[src/rtl/bxfer_pkg.sv]
package bxfer_pkg;

    typedef enum logic [2:0] {
        ST_IDLE,
        ST_SETUP,
        ST_STROBE,
        ST_HOLD,
        ST_DONE
    } xfer_state_t;

    // bit 1 = I/O space, bit 0 = write
    typedef enum logic [1:0] {
        CMD_MRD  = 2'd0,
        CMD_MWR  = 2'd1,
        CMD_IORD = 2'd2,
        CMD_IOWR = 2'd3
    } xfer_cmd_t;

    // nanoseconds to local-clock cycles, rounded up, at least one
    function automatic int ns_to_cycles(input int ns, input int period_ps);
        int c;
        c = (ns * 1000 + period_ps - 1) / period_ps;
        return (c < 1) ? 1 : c;
    endfunction

endpackage

[src/rtl/bxfer_sync.sv]
module bxfer_sync #(
    parameter int STAGES = 2
) (
    input  logic clk,
    input  logic rst_n,
    input  logic async_in,
    output logic sync_out
);
    logic [STAGES-1:0] chain;

    always_ff @(posedge clk or negedge rst_n) begin
        if (!rst_n) begin
            chain <= '0;
        end else begin
            chain[0] <= async_in;
            for (int i = 1; i < STAGES; i++) begin
                chain[i] <= chain[i-1];
            end
        end
    end

    assign sync_out = chain[STAGES-1];
endmodule

[src/rtl/bxfer_timer.sv]
module bxfer_timer #(
    parameter int W = 8
) (
    input  logic         clk,
    input  logic         rst_n,
    input  logic         load,
    input  logic [W-1:0] load_val,
    output logic         expired
);
    logic [W-1:0] cnt;

    always_ff @(posedge clk or negedge rst_n) begin
        if (!rst_n) begin
            cnt <= '0;
        end else if (load) begin
            cnt <= load_val;
        end else if (cnt != '0) begin
            cnt <= cnt - 1'b1;
        end
    end

    assign expired = (cnt == '0);
endmodule

[src/rtl/bxfer_strobe.sv]
module bxfer_strobe (
    input  logic                 active,
    input  bxfer_pkg::xfer_cmd_t cmd,
    output logic [3:0]           strobe_n
);
    // strobe_n index equals the command code
    for (genvar g = 0; g < 4; g++) begin : g_strobe
        assign strobe_n[g] = !(active && (cmd == bxfer_pkg::xfer_cmd_t'(g)));
    end
endmodule

[src/rtl/bxfer_seq.sv]
module bxfer_seq #(
    parameter int ADDR_W        = 16,
    parameter int DATA_W        = 16,
    parameter int CLK_PERIOD_PS = 20000,
    parameter int SETUP_NS      = 50,
    parameter int HOLD_NS       = 50,
    parameter int TMO_CYCLES    = 64
) (
    input  logic              clk,
    input  logic              rst_n,
    input  logic              req_valid,
    input  logic [ADDR_W-1:0] req_addr,
    input  logic [DATA_W-1:0] req_wdata,
    input  logic              req_io,
    input  logic              req_wr,
    output logic              req_ready,
    output logic [ADDR_W-1:0] bus_addr,
    output logic [DATA_W-1:0] bus_data_out,
    output logic              bus_data_oe,
    input  logic [DATA_W-1:0] bus_data_in,
    output logic              mrd_n,
    output logic              mwr_n,
    output logic              iord_n,
    output logic              iowr_n,
    input  logic              xack_n,
    output logic              rsp_done,
    output logic [DATA_W-1:0] rsp_rdata,
    output logic              rsp_err
);
    import bxfer_pkg::*;

    localparam int SETUP_CYC = ns_to_cycles(SETUP_NS, CLK_PERIOD_PS);
    localparam int HOLD_CYC  = ns_to_cycles(HOLD_NS, CLK_PERIOD_PS);
    localparam int TMO_CYC   = (TMO_CYCLES < 1) ? 1 : TMO_CYCLES;
    localparam int WIN_MAX   = (SETUP_CYC > HOLD_CYC) ? SETUP_CYC : HOLD_CYC;
    localparam int TMR_MAX   = (WIN_MAX > TMO_CYC) ? WIN_MAX : TMO_CYC;
    localparam int TMR_W     = $clog2(TMR_MAX + 1);

    xfer_state_t state, state_nx;
    xfer_cmd_t   cmd_q;
    logic [ADDR_W-1:0] addr_q;
    logic [DATA_W-1:0] wdata_q;
    logic [DATA_W-1:0] rdata_q;
    logic              err_q;

    logic              ack_s;
    logic              tmr_load;
    logic [TMR_W-1:0]  tmr_val;
    logic              tmr_done;
    logic              take_req;
    logic              ack_edge;
    logic              tmo_edge;
    logic              strobe_on;
    logic [3:0]        strobe_n;

    bxfer_sync #(.STAGES(2)) u_sync (
        .clk     (clk),
        .rst_n   (rst_n),
        .async_in(!xack_n),
        .sync_out(ack_s)
    );

    bxfer_timer #(.W(TMR_W)) u_timer (
        .clk     (clk),
        .rst_n   (rst_n),
        .load    (tmr_load),
        .load_val(tmr_val),
        .expired (tmr_done)
    );

    bxfer_strobe u_strobe (
        .active  (strobe_on),
        .cmd     (cmd_q),
        .strobe_n(strobe_n)
    );

    // next-state and timer control
    always_comb begin
        state_nx = state;
        tmr_load = 1'b0;
        tmr_val  = '0;
        take_req = 1'b0;
        ack_edge = 1'b0;
        tmo_edge = 1'b0;
        unique case (state)
            ST_IDLE: begin
                if (req_valid) begin
                    take_req = 1'b1;
                    tmr_load = 1'b1;
                    tmr_val  = TMR_W'(SETUP_CYC - 1);
                    state_nx = ST_SETUP;
                end
            end
            ST_SETUP: begin
                if (tmr_done) begin
                    tmr_load = 1'b1;
                    tmr_val  = TMR_W'(TMO_CYC - 1);
                    state_nx = ST_STROBE;
                end
            end
            ST_STROBE: begin
                if (ack_s) begin
                    ack_edge = 1'b1;
                    tmr_load = 1'b1;
                    tmr_val  = TMR_W'(HOLD_CYC - 1);
                    state_nx = ST_HOLD;
                end else if (tmr_done) begin
                    tmo_edge = 1'b1;
                    tmr_load = 1'b1;
                    tmr_val  = TMR_W'(HOLD_CYC - 1);
                    state_nx = ST_HOLD;
                end
            end
            ST_HOLD: begin
                if (tmr_done) begin
                    state_nx = ST_DONE;
                end
            end
            ST_DONE: begin
                state_nx = ST_IDLE;
            end
            default: begin
                state_nx = ST_IDLE;
            end
        endcase
    end

    // state register
    always_ff @(posedge clk or negedge rst_n) begin
        if (!rst_n) begin
            state <= ST_IDLE;
        end else begin
            state <= state_nx;
        end
    end

    // transfer context and captured results
    always_ff @(posedge clk or negedge rst_n) begin
        if (!rst_n) begin
            addr_q  <= '0;
            wdata_q <= '0;
            cmd_q   <= CMD_MRD;
            rdata_q <= '0;
            err_q   <= 1'b0;
        end else begin
            if (take_req) begin
                addr_q  <= req_addr;
                wdata_q <= req_wdata;
                cmd_q   <= xfer_cmd_t'({req_io, req_wr});
                err_q   <= 1'b0;
            end
            if (ack_edge && !cmd_q[0]) begin
                rdata_q <= bus_data_in;
            end
            if (tmo_edge) begin
                err_q <= 1'b1;
            end
        end
    end

    // outputs
    always_comb begin
        req_ready    = (state == ST_IDLE);
        strobe_on    = (state == ST_STROBE);
        bus_addr     = addr_q;
        bus_data_out = wdata_q;
        bus_data_oe  = cmd_q[0] && ((state == ST_SETUP) || (state == ST_STROBE) ||
                                    (state == ST_HOLD));
        mrd_n        = strobe_n[CMD_MRD];
        mwr_n        = strobe_n[CMD_MWR];
        iord_n       = strobe_n[CMD_IORD];
        iowr_n       = strobe_n[CMD_IOWR];
        rsp_done     = (state == ST_DONE);
        rsp_rdata    = rdata_q;
        rsp_err      = (state == ST_DONE) && err_q;
    end

endmodule

[config.mk]
export PLATFORM = sky130hd
export DESIGN_NAME = bxfer_seq
export DESIGN_NICKNAME = d
export VERILOG_FILES = /design/src/rtl/bxfer_pkg.sv /design/src/rtl/bxfer_sync.sv /design/src/rtl/bxfer_timer.sv /design/src/rtl/bxfer_strobe.sv /design/src/rtl/bxfer_seq.sv
export SDC_FILE = /design/constraint.sdc
export NUM_CORES = 1
export LEC_CHECK = 0
export BUFFER_PORTS_ARGS = -buffer_cell sky130_fd_sc_hd__buf_2
export CAP_MARGIN = 30
export CORE_MARGIN = 1
export CORE_UTILIZATION = 34
export DETAILED_ROUTE_END_ITERATION = 8
export GPL_TIMING_DRIVEN = 0
export SLEW_MARGIN = 20
export SYNTH_ARGS = -nofsm -noshare
export SYNTH_HDL_FRONTEND = slang
export SYNTH_SLANG_ARGS = --single-unit
[constraint.sdc]
create_clock -name clk -period 2.43 [get_ports clk]
set_input_delay 0.1215 -clock clk [delete_from_list [all_inputs] [get_ports clk]]
set_output_delay 0.1215 -clock clk [all_outputs]
set_load 0.01 [all_outputs]
== Word-level counts from Yosys, hierarchy flattened ==
Index checks and enable logic that the tools add are counted.
Operators by class
  reduce and logical (&&, ||, !) cells: 22
  equality and inequality tests: 11
  add/subtract/negate cells: 1
  multiplexer cells: 24
Operators by type and width (count)
  6-bit case mux with 3 select lines: 1
  3-bit 2-to-1 mux: 5
  7-bit 2-to-1 mux: 2
  3-bit case mux with 4 select lines: 1
  1-bit 2-to-1 mux: 10
  1-bit logical AND: 7
  7-bit logical NOT: 1
  7-bit nonzero test: 1
  7-bit by 1-bit subtractor with 7-bit output, second input constant: 1
  3-bit by 2-bit equality test with 1-bit output, second input constant: 2
  1-bit logical NOT: 6
  2-bit 2-to-1 mux: 3
  6-bit 2-to-1 mux: 1
  2-bit inequality test, second input constant: 3
  2-bit equality test, second input constant: 2
  4-bit AND reduction: 1
  2-bit nonzero test: 2
  3-bit by 1-bit equality test with 1-bit output, second input constant: 1
  3-bit equality test, second input constant: 1
  3-bit logical NOT: 1
  3-bit inequality test, second input constant: 1
  1-bit case mux with 3 select lines: 1
  2-bit by 1-bit equality test with 1-bit output, second input constant: 1
  2-bit logical NOT: 1
  1-bit logical OR: 2
Word-level totals
  bits in registers: 63
  output and inout port bits: 56
  logic and storage cells: 66

== Longest topological paths before layout ==
Gate-level depths: netlist of run 1.
  word-level depth: 5
  depth in mapped cells: 6

== Modules after synthesis ==
Synthesis of run 1 repeated with hierarchy kept, for this count alone.
Second synthesis, totals
  cells, all modules: 185
  area, all modules: 2854.0 um^2
Modules (own cells, without submodules)
  bxfer_seq: cells an instance 136, times used 1, area an instance 2341.0 um^2
  bxfer_timer: cells an instance 43, times used 1, area an instance 434.2 um^2
  bxfer_sync: cells an instance 2, times used 1, area an instance 50.0 um^2
  bxfer_strobe: cells an instance 4, times used 1, area an instance 28.8 um^2

== Worst setup path before layout of run 1 ==
Ideal clock, no wire load.
  kind: register to register
  start: reg state[2]
  end: reg wdata_q[10], in the netlist bus_data_out[10]
  setup slack: 0.708 ns
  cell stages (with the launch flop): 5
  period minus slack after synthesis: 1.722 ns
  required time: 2.305 ns
  arrival: 1.597 ns
  buffers on the path: 2
  path through: dfrtp_1 -> buf_6 -> nor4b_4 -> buf_6 -> mux2_2
On the way
  word-level cells in the longest chain between the ends: 2
Ends and longest elaborated chain
  start, declared: line bxfer_seq.sv:39  | xfer_state_t state, state_nx;
  start signal, assigned: line bxfer_seq.sv:133  | state <= state_nx;
  3-bit logical NOT: line bxfer_seq.sv:85  | unique case (state)
  1-bit 2-to-1 mux: line bxfer_seq.sv:85
  end signal, assigned: line bxfer_seq.sv:148  | wdata_q <= req_wdata;
  end, declared: line bxfer_seq.sv:42  | logic [DATA_W-1:0] wdata_q;
Every way passes these cells.
A chain may end at the register's enable or synchronous reset.

== Final worst setup path of run 1 ==
  start: reg state[1]
  end: reg addr_q[13], in the netlist bus_addr[13]
On the way
  word-level cells in the longest chain between the ends: 2
Ends and longest elaborated chain
  3-bit logical NOT: line bxfer_seq.sv:85
  1-bit 2-to-1 mux: line bxfer_seq.sv:85
  end signal, assigned: line bxfer_seq.sv:147  | addr_q <= req_addr;
  end, declared: line bxfer_seq.sv:41  | logic [ADDR_W-1:0] addr_q;
Every way passes these cells.

==> summary.txt, run 1 <==
Place
  • Routability congestion estimate: 0.7763
  • Instance area after placement: 3348 um2
  • DPL Wire Length: 4088 um
  • Number of buffers added on ports: 109

Critical path
  • Critical path start-end classification: reg -> reg
  • Depth of the worst register-to-register path: 4
  • Setup crit start kind: flip-flop
  • Critical Path Fanout Max: 10
  • Startpoint of the worst-slack reg-to-reg timing path: state[1]$_DFFE_PN0P_
  • Endpoint required time on the critical path: 2.65 ns
  • Data arrival time at the worst-slack endpoint: 2.14 ns
  • R2R setup slack: 0.50 ns
  • R2r endpoint: bus_addr[13]$_DFFE_PN0P_
  • Sort of element at the end of the critical path: flip-flop

CTS
  • H-tree depth reported by CTS: 3
  • Clock transition at the registers of the reported paths: 0.08 ns
  • Worst-skew pair later-pin latency: 0.34 ns
  • Sink Count: 63
  • Buffers from clock root to sink, at most: 2
  • Post-CTS setup-driven buffer insertion count: 0
  • Root buffer cell: sky130_fd_sc_hd__clkbuf_8
  • Clock buffer count from CTS: 9
  • CTS tree: yes

Layout
  • Multi-input gate area: 977.2 um2
  • Layout Cell Area excl Fill: 3755 um2
  • Proportion of layout cells with a drive suffix above 1: 54.90%
  • Ant diodes: 0
  • Number of nets in the layout: 388
  • Combined flip-flop and latch cell area: 1577 um2
  • FILL cells: 684
  • Layout overhead on the synthesized area: 41.36%
  • Most common cell after layout, fill and taps aside: sky130_fd_sc_hd__buf_2
  • Top library cells by usage in the layout, fill and taps aside: sky130_fd_sc_hd__buf_2 (109), sky130_fd_sc_hd__dfrtp_1 (63), sky130_fd_sc_hd__mux2_2 (48)
  • Post-route core utilization: 50.68%

Yosys
  • Portion of the post-synthesis area used by sequential elements: 59.35%
  • Post-Syn Area per Cell: 14.20 um2
  • Total nets after synthesis: 243
  • Number of synthesized register bits: 63
  • Yosys warning total: 0
  • Mapped Area: 2656 um2
  • Number of unique standard cell types used by synthesis: 38
  • Gate count of the mapped netlist: 187

Detailed routing
  • Routed met2 length: 2750 um
  • DRT Wirelength: 5915 um
  • Met3 routed WL: 393 um
  • Via Count: 1992
  • Max Used Layer: met4
  • Count of nets left with antenna violations after detail routing: 0
  • Detail-routed net length per standard cell: 13.57 um
  • Via-to-Cell Ratio: 4.569
  • Length of the first detailed-routing pass in iterations: 4
  • Initial detailed-routing violation count: 78
  • Routed met1 length: 2671 um
  • Drc violations: 0

Floorplanning
  • Floorplan row count: 31
  • Initial Util: 35.86%
  • Top Ports: 110
  • Overall die height: 90.39 um
  • Core Footprint: 7408 um2
  • Die Footprint: 8170 um2
  • Chip Width: 90.39 um

Global route
  • Maximum number of pins on one net before global-route repair: 39
  • Global route total overflow: 0
  • Via count of the first global-routing pass: 2007
  • Global routing usage summed across all routing layers: 15.44%
  • Number of antenna violations at the first check in global routing: 0
  • Global-route wire length before repair: 9777 um

Min path
  • End of the worst hold path: bus_data_out[5]$_DFFE_PN0P_
  • Type of the worst min-delay path: in -> reg
  • Worst min-delay path startpoint: req_wdata[5]
  • Cells on Worst Hold Path: 2

Pwr
  • Leakage: 1.783 nW
  • Maximum ir drop on the vdd rail: 0.0005578 V
  • Total power: 4.314 mW
  • Power density over the cells: 1149 nW/um2

Timing
  • Setup clock skew after layout: 0.009633 ns
  • Worst rel slew slack: 52.81%
  • Number of endpoints with negative hold slack in the final report: 0
  • Maximum achievable frequency: 518.4 MHz
  • Unrepaired setup endpoints after global routing: no
  • Number of slew-limit violations in the final report: 0
  • Transition time of the tightest slew-check pin: 0.7049 ns
  • Setup Total Neg Slack: 0 ns
  • Final critical path time including I/O delays and setup: 1.929 ns
  • Setup violations, final: 0
  • Share of the clock period used by the worst path after layout: 79.39%

Run status
  • Status: finished clean

Job
  • Maximum Capacitance Violations: 0
-- cell families after synthesis --
| kind of cell | after synthesis | synth area share (%) |
|---|---|---|
| flip-flops | 63 | 59.35 |
| multiplexers | 50 | 21.20 |
| AND/OR/NAND/NOR | 37 | 8.950 |
| AO/OA/AOI/OAI | 16 | 4.381 |
| buffers and inverters | 15 | 3.862 |
| XOR/XNOR | 4 | 1.319 |
| adder cells (fa/ha/maj) | 2 | 0.9419 |
-- flip-flops by register name (all words and copies together) (netlist names) --
register,flops
bus_data_out,16
err_q,1
u_timer.cnt,7
u_sync.chain,2
cmd_q,2
state,3
rsp_rdata,16
bus_addr,16
-- per-layer routing --
layer	up-vias	GRT usage [%]
met4	0	6.720
met2	82	23.54
li1	954	-
met1	946	19.24
met5	-	0
met3	10	6.313
-- through the flow --
stage / worst slack [ns] / hold slack [ns] / instances
floorplan: 0.7082 / -0.1741 / 187
global placement: 0.5168 / 0.2684 / 395
detailed placement: 0.4865 / 0.05220 / 396
CTS: 0.4813 / 0.0001444 / 427
global route: 0.4036 / 0.0001042 / 436
finish: 0.5009 / 0.01493 / 436
-- how the worst max path moves through the flow --
stage                     cells after the start            startpoint  slack, ns                      endpoint
after floorplan                               4  state[2]$_DFFE_PN0P_       0.71  bus_data_out[10]$_DFFE_PN0P_
after global placement                        4  state[2]$_DFFE_PN0P_       0.52       bus_addr[7]$_DFFE_PN0P_
after detailed placement                      4  state[2]$_DFFE_PN0P_       0.49   bus_data_out[9]$_DFFE_PN0P_
after CTS                                     4  state[2]$_DFFE_PN0P_       0.48      bus_addr[13]$_DFFE_PN0P_
after global routing                          4  state[2]$_DFFE_PN0P_       0.40      bus_addr[13]$_DFFE_PN0P_
final                                         4  state[1]$_DFFE_PN0P_       0.50      bus_addr[13]$_DFFE_PN0P_
-- area by class of cell --
class	instances	area share, %
Inverter	8	0.7997
Tap cell	99	3.299
Clock inverter	5	0.9330
Clock buffer	11	3.499
Multi-Input combinational cell	109	26.02
Buffer	7	1.933
Timing Repair Buffer	134	21.53
Sequential cell	63	41.99
-- critical path, stage by stage (launching register included) --
cell                      delay (ns)
sky130_fd_sc_hd__dfrtp_1        0.38
sky130_fd_sc_hd__buf_2          0.19
sky130_fd_sc_hd__nor4b_4        0.66
sky130_fd_sc_hd__buf_6          0.24
sky130_fd_sc_hd__mux2_2         0.34
-- repair_timing --
action,in CTS,in global routing
hold endpoints to repair,39,9
gates resized for setup,0,0
hold buffers,15,9
setup endpoints to repair,0,0
-- Yosys cell counts --
cell type | instances | area, um2
sky130_fd_sc_hd__nor2_1 | 5 | 18.77
sky130_fd_sc_hd__nor3b_1 | 2 | 15.01
sky130_fd_sc_hd__o21ai_0 | 3 | 15.01
sky130_fd_sc_hd__a21oi_1 | 3 | 15.01
sky130_fd_sc_hd__mux2_1 | 2 | 22.52
sky130_fd_sc_hd__o31ai_1 | 2 | 15.01
sky130_fd_sc_hd__mux2_2 | 48 | 540.5
sky130_fd_sc_hd__o22a_1 | 1 | 8.760
sky130_fd_sc_hd__buf_6 | 6 | 67.56
sky130_fd_sc_hd__nand3_1 | 3 | 15.01
sky130_fd_sc_hd__nor4b_4 | 1 | 23.77
sky130_fd_sc_hd__nor3_1 | 3 | 15.01
sky130_fd_sc_hd__xor2_1 | 2 | 17.52
sky130_fd_sc_hd__xnor2_1 | 2 | 17.52
sky130_fd_sc_hd__and2_1 | 1 | 6.260
sky130_fd_sc_hd__buf_2 | 1 | 5.000
sky130_fd_sc_hd__nor2b_1 | 3 | 18.77
sky130_fd_sc_hd__nand3b_1 | 2 | 15.01
sky130_fd_sc_hd__nand2_2 | 1 | 6.260
sky130_fd_sc_hd__o221a_2 | 1 | 11.26
sky130_fd_sc_hd__nor4_1 | 1 | 6.260
sky130_fd_sc_hd__and2b_1 | 1 | 7.510
sky130_fd_sc_hd__o311ai_1 | 1 | 8.760
sky130_fd_sc_hd__o22ai_1 | 1 | 6.260
sky130_fd_sc_hd__a211oi_1 | 1 | 7.510
sky130_fd_sc_hd__a32o_1 | 1 | 10.01
sky130_fd_sc_hd__and3b_1 | 1 | 8.760
sky130_fd_sc_hd__nor3b_4 | 1 | 18.77
sky130_fd_sc_hd__or4_1 | 2 | 15.01
sky130_fd_sc_hd__inv_1 | 8 | 30.03
sky130_fd_sc_hd__or2_2 | 1 | 6.260
sky130_fd_sc_hd__o211ai_1 | 1 | 7.510
sky130_fd_sc_hd__dfrtp_1 | 63 | 1577
sky130_fd_sc_hd__nand2b_1 | 2 | 12.51
sky130_fd_sc_hd__and3_1 | 1 | 6.260
sky130_fd_sc_hd__ha_1 | 2 | 25.02
sky130_fd_sc_hd__nand2_1 | 6 | 22.52
sky130_fd_sc_hd__a221o_2 | 1 | 11.26
-- power breakdown --
| part | internal, mW | switching, mW |
|---|---|---|
| Combinational | 0.911 | 0.775 |
| Sequential | 1.55 | 0.295 |
| Clock | 0.370 | 0.408 |
| Total | 2.84 | 1.48 |
Power figures use the tool's default switching activity.
==> inputs of run 2 (changes only) <==
==> constraint.sdc (replaced) <==
create_clock -name clk -period 1.77 [get_ports clk]
set_input_delay 0.0885 -clock clk [delete_from_list [all_inputs] [get_ports clk]]
set_output_delay 0.0885 -clock clk [all_outputs]
set_load 0.01 [all_outputs]
==> summary.txt, run 2 (synthesis gave the netlist of run 1 again) <==
Pwr
  • Maximum ir drop on the vdd rail: 0.0007483 V
  • Total power: 6.028 mW
  • Leakage: 1.924 nW
  • Power density over the cells: 1482 nW/um2

Critical path
  • Sort of element at the end of the critical path: flip-flop
  • Critical Path Fanout Max: 5
  • Data arrival time at the worst-slack endpoint: 1.95 ns
  • Setup crit start kind: flip-flop
  • Endpoint required time on the critical path: 1.98 ns
  • Critical path start-end classification: reg -> reg

Layout
  • Proportion of layout cells with a drive suffix above 1: 51.63%
  • Most common cell after layout, fill and taps aside: sky130_fd_sc_hd__buf_2
  • Ant diodes: 0
  • Number of nets in the layout: 419
  • Multi-input gate area: 985.9 um2
  • Post-route core utilization: 54.89%
  • Top library cells by usage in the layout, fill and taps aside: sky130_fd_sc_hd__buf_2 (109), sky130_fd_sc_hd__dfrtp_1 (63), sky130_fd_sc_hd__dlygate4sd3_1 (52)
  • Fin cells: 467
  • Combined flip-flop and latch cell area: 1577 um2
  • FILL cells: 640
  • Layout overhead on the synthesized area: 53.09%

Timing
  • Transition time of the tightest slew-check pin: 0.4886 ns
  • Worst hold slack after final layout: 0.1987 ns
  • Unrepaired setup endpoints after global routing: yes
  • Final critical path time including I/O delays and setup: 1.737 ns
  • Setup clock skew after layout: 0.008945 ns
  • Number of slew-limit violations in the final report: 0
  • Setup violations, final: 0
  • Maximum achievable frequency: 575.6 MHz
  • Number of endpoints with negative hold slack in the final report: 0
  • Share of the clock period used by the worst path after layout: 98.16%
  • Worst rel slew slack: 67.15%

Floorplanning
  • Initial Util: 35.86%
  • Floorplan row count: 31
  • Die Footprint: 8170 um2
  • Chip Width: 90.39 um
  • Core Footprint: 7408 um2
  • Top Ports: 110
  • Overall die height: 90.39 um

CTS
  • Clock buffer count from CTS: 9
  • Clock transition at the registers of the reported paths: 0.07 ns
  • Sink Count: 63
  • Root buffer cell: sky130_fd_sc_hd__clkbuf_8
  • CTS tree: yes
  • H-tree depth reported by CTS: 3
  • Buffers from clock root to sink, at most: 2
  • Worst-skew pair later-pin latency: 0.34 ns

Min path
  • Type of the worst min-delay path: in -> async

Global route
  • Global route total overflow: 0
  • Number of antenna violations at the first check in global routing: 0
  • Maximum number of pins on one net before global-route repair: 39
  • Global routing usage summed across all routing layers: 17.08%
  • Global-route wire length before repair: 10840 um
  • Via count of the first global-routing pass: 2228

Detailed routing
  • Initial detailed-routing violation count: 113
  • DRT Wirelength: 6512 um
  • Via-to-Cell Ratio: 4.542
  • Drc violations: 0
  • Detail-routed net length per standard cell: 13.94 um
  • Length of the first detailed-routing pass in iterations: 4
  • Count of nets left with antenna violations after detail routing: 0
  • Via Count: 2121

Place
  • Number of buffers added on ports: 109
  • Routability congestion estimate: 0.7763
  • Placed instance count: 396
  • DPL Wire Length: 4088 um

Run status
  • Status: finished clean

Job
  • Maximum Capacitance Violations: 0
## run 2: cell count changes in the layout (fill, tap and decap cells not counted), sizes merged
cell         change
buf              +3
dlygate4sd3     +28
## run 2: through the flow
stage	area, um2	setup slack [ns]	TNS, ns
global route	4066	-0.01576	-0.01576
finish	4066	0.03264	0
CTS	4060	0.01057	0
global placement	3326	-0.1432	-4.374
floorplan	2656	0.04816	0
detailed placement	3348	-0.1735	-5.479
## run 2: critical path: stages, from the launching register on
cell                      delay, ns
sky130_fd_sc_hd__dfrtp_1       0.45
sky130_fd_sc_hd__or4_1         0.59
sky130_fd_sc_hd__nor2_2        0.22
sky130_fd_sc_hd__nand2_1       0.13
sky130_fd_sc_hd__o22a_1        0.23
## run 2: worst paths after layout
check | startpoint | end | slack, ns | cells past startpoint
setup / recovery | u_timer.cnt[5]$_DFFE_PN0P_ | u_timer.cnt[1]$_DFFE_PN0P_ | 0.03 | 4
hold / removal | rst_n | bus_addr[10]$_DFFE_PN0P_ | 0.20 | 2
setup reg to reg | u_timer.cnt[5]$_DFFE_PN0P_ | u_timer.cnt[1]$_DFFE_PN0P_ | 0.03 | 4
hold reg to reg | u_sync.chain[0]$_DFF_PN0_ | u_sync.chain[1]$_DFF_PN0_ | 0.35 | 0
max in group asynchronous | rst_n | u_timer.cnt[4]$_DFFE_PN0P_ | 1.06 | 3
min in group clk | req_valid | u_timer.cnt[0]$_DFFE_PN0P_ | 0.21 | 4
## run 2: layout make-up
class	count	share of cell area, %
flip-flops and latches	63	38.77
repair buffers	165	27.32
multi-input cells	109	24.25
clock buffers	11	3.231
well taps	99	3.046
plain buffers	7	1.785
clock inverters	5	0.8615
inverters	8	0.7385
## run 2: what timing repair did
item | 4_1_cts | 5_1_grt
endpoints found under the setup margin | 46 | 11
hold buffers | 52 | 0
setup buffers | 3 | 0
endpoints found under the hold margin | 100 | 0
pin swaps | 2 | 0
resized for setup | 1 | 2
## run 2: routing by layer
layer | vias to the layer above | global-route usage [%] | wire length [um]
met3 | 6 | 5.724 | 388
met5 | - | 0 | 0
met2 | 76 | 28.88 | 3251
met4 | 0 | 6.452 | 65
li1 | 1020 | - | -
met1 | 1019 | 20.07 | 2806
## run 2: where the power goes
part           internal (mW)  switching, mW
Combinational           1.31           1.10
Sequential              2.13          0.417
Clock                  0.509          0.564
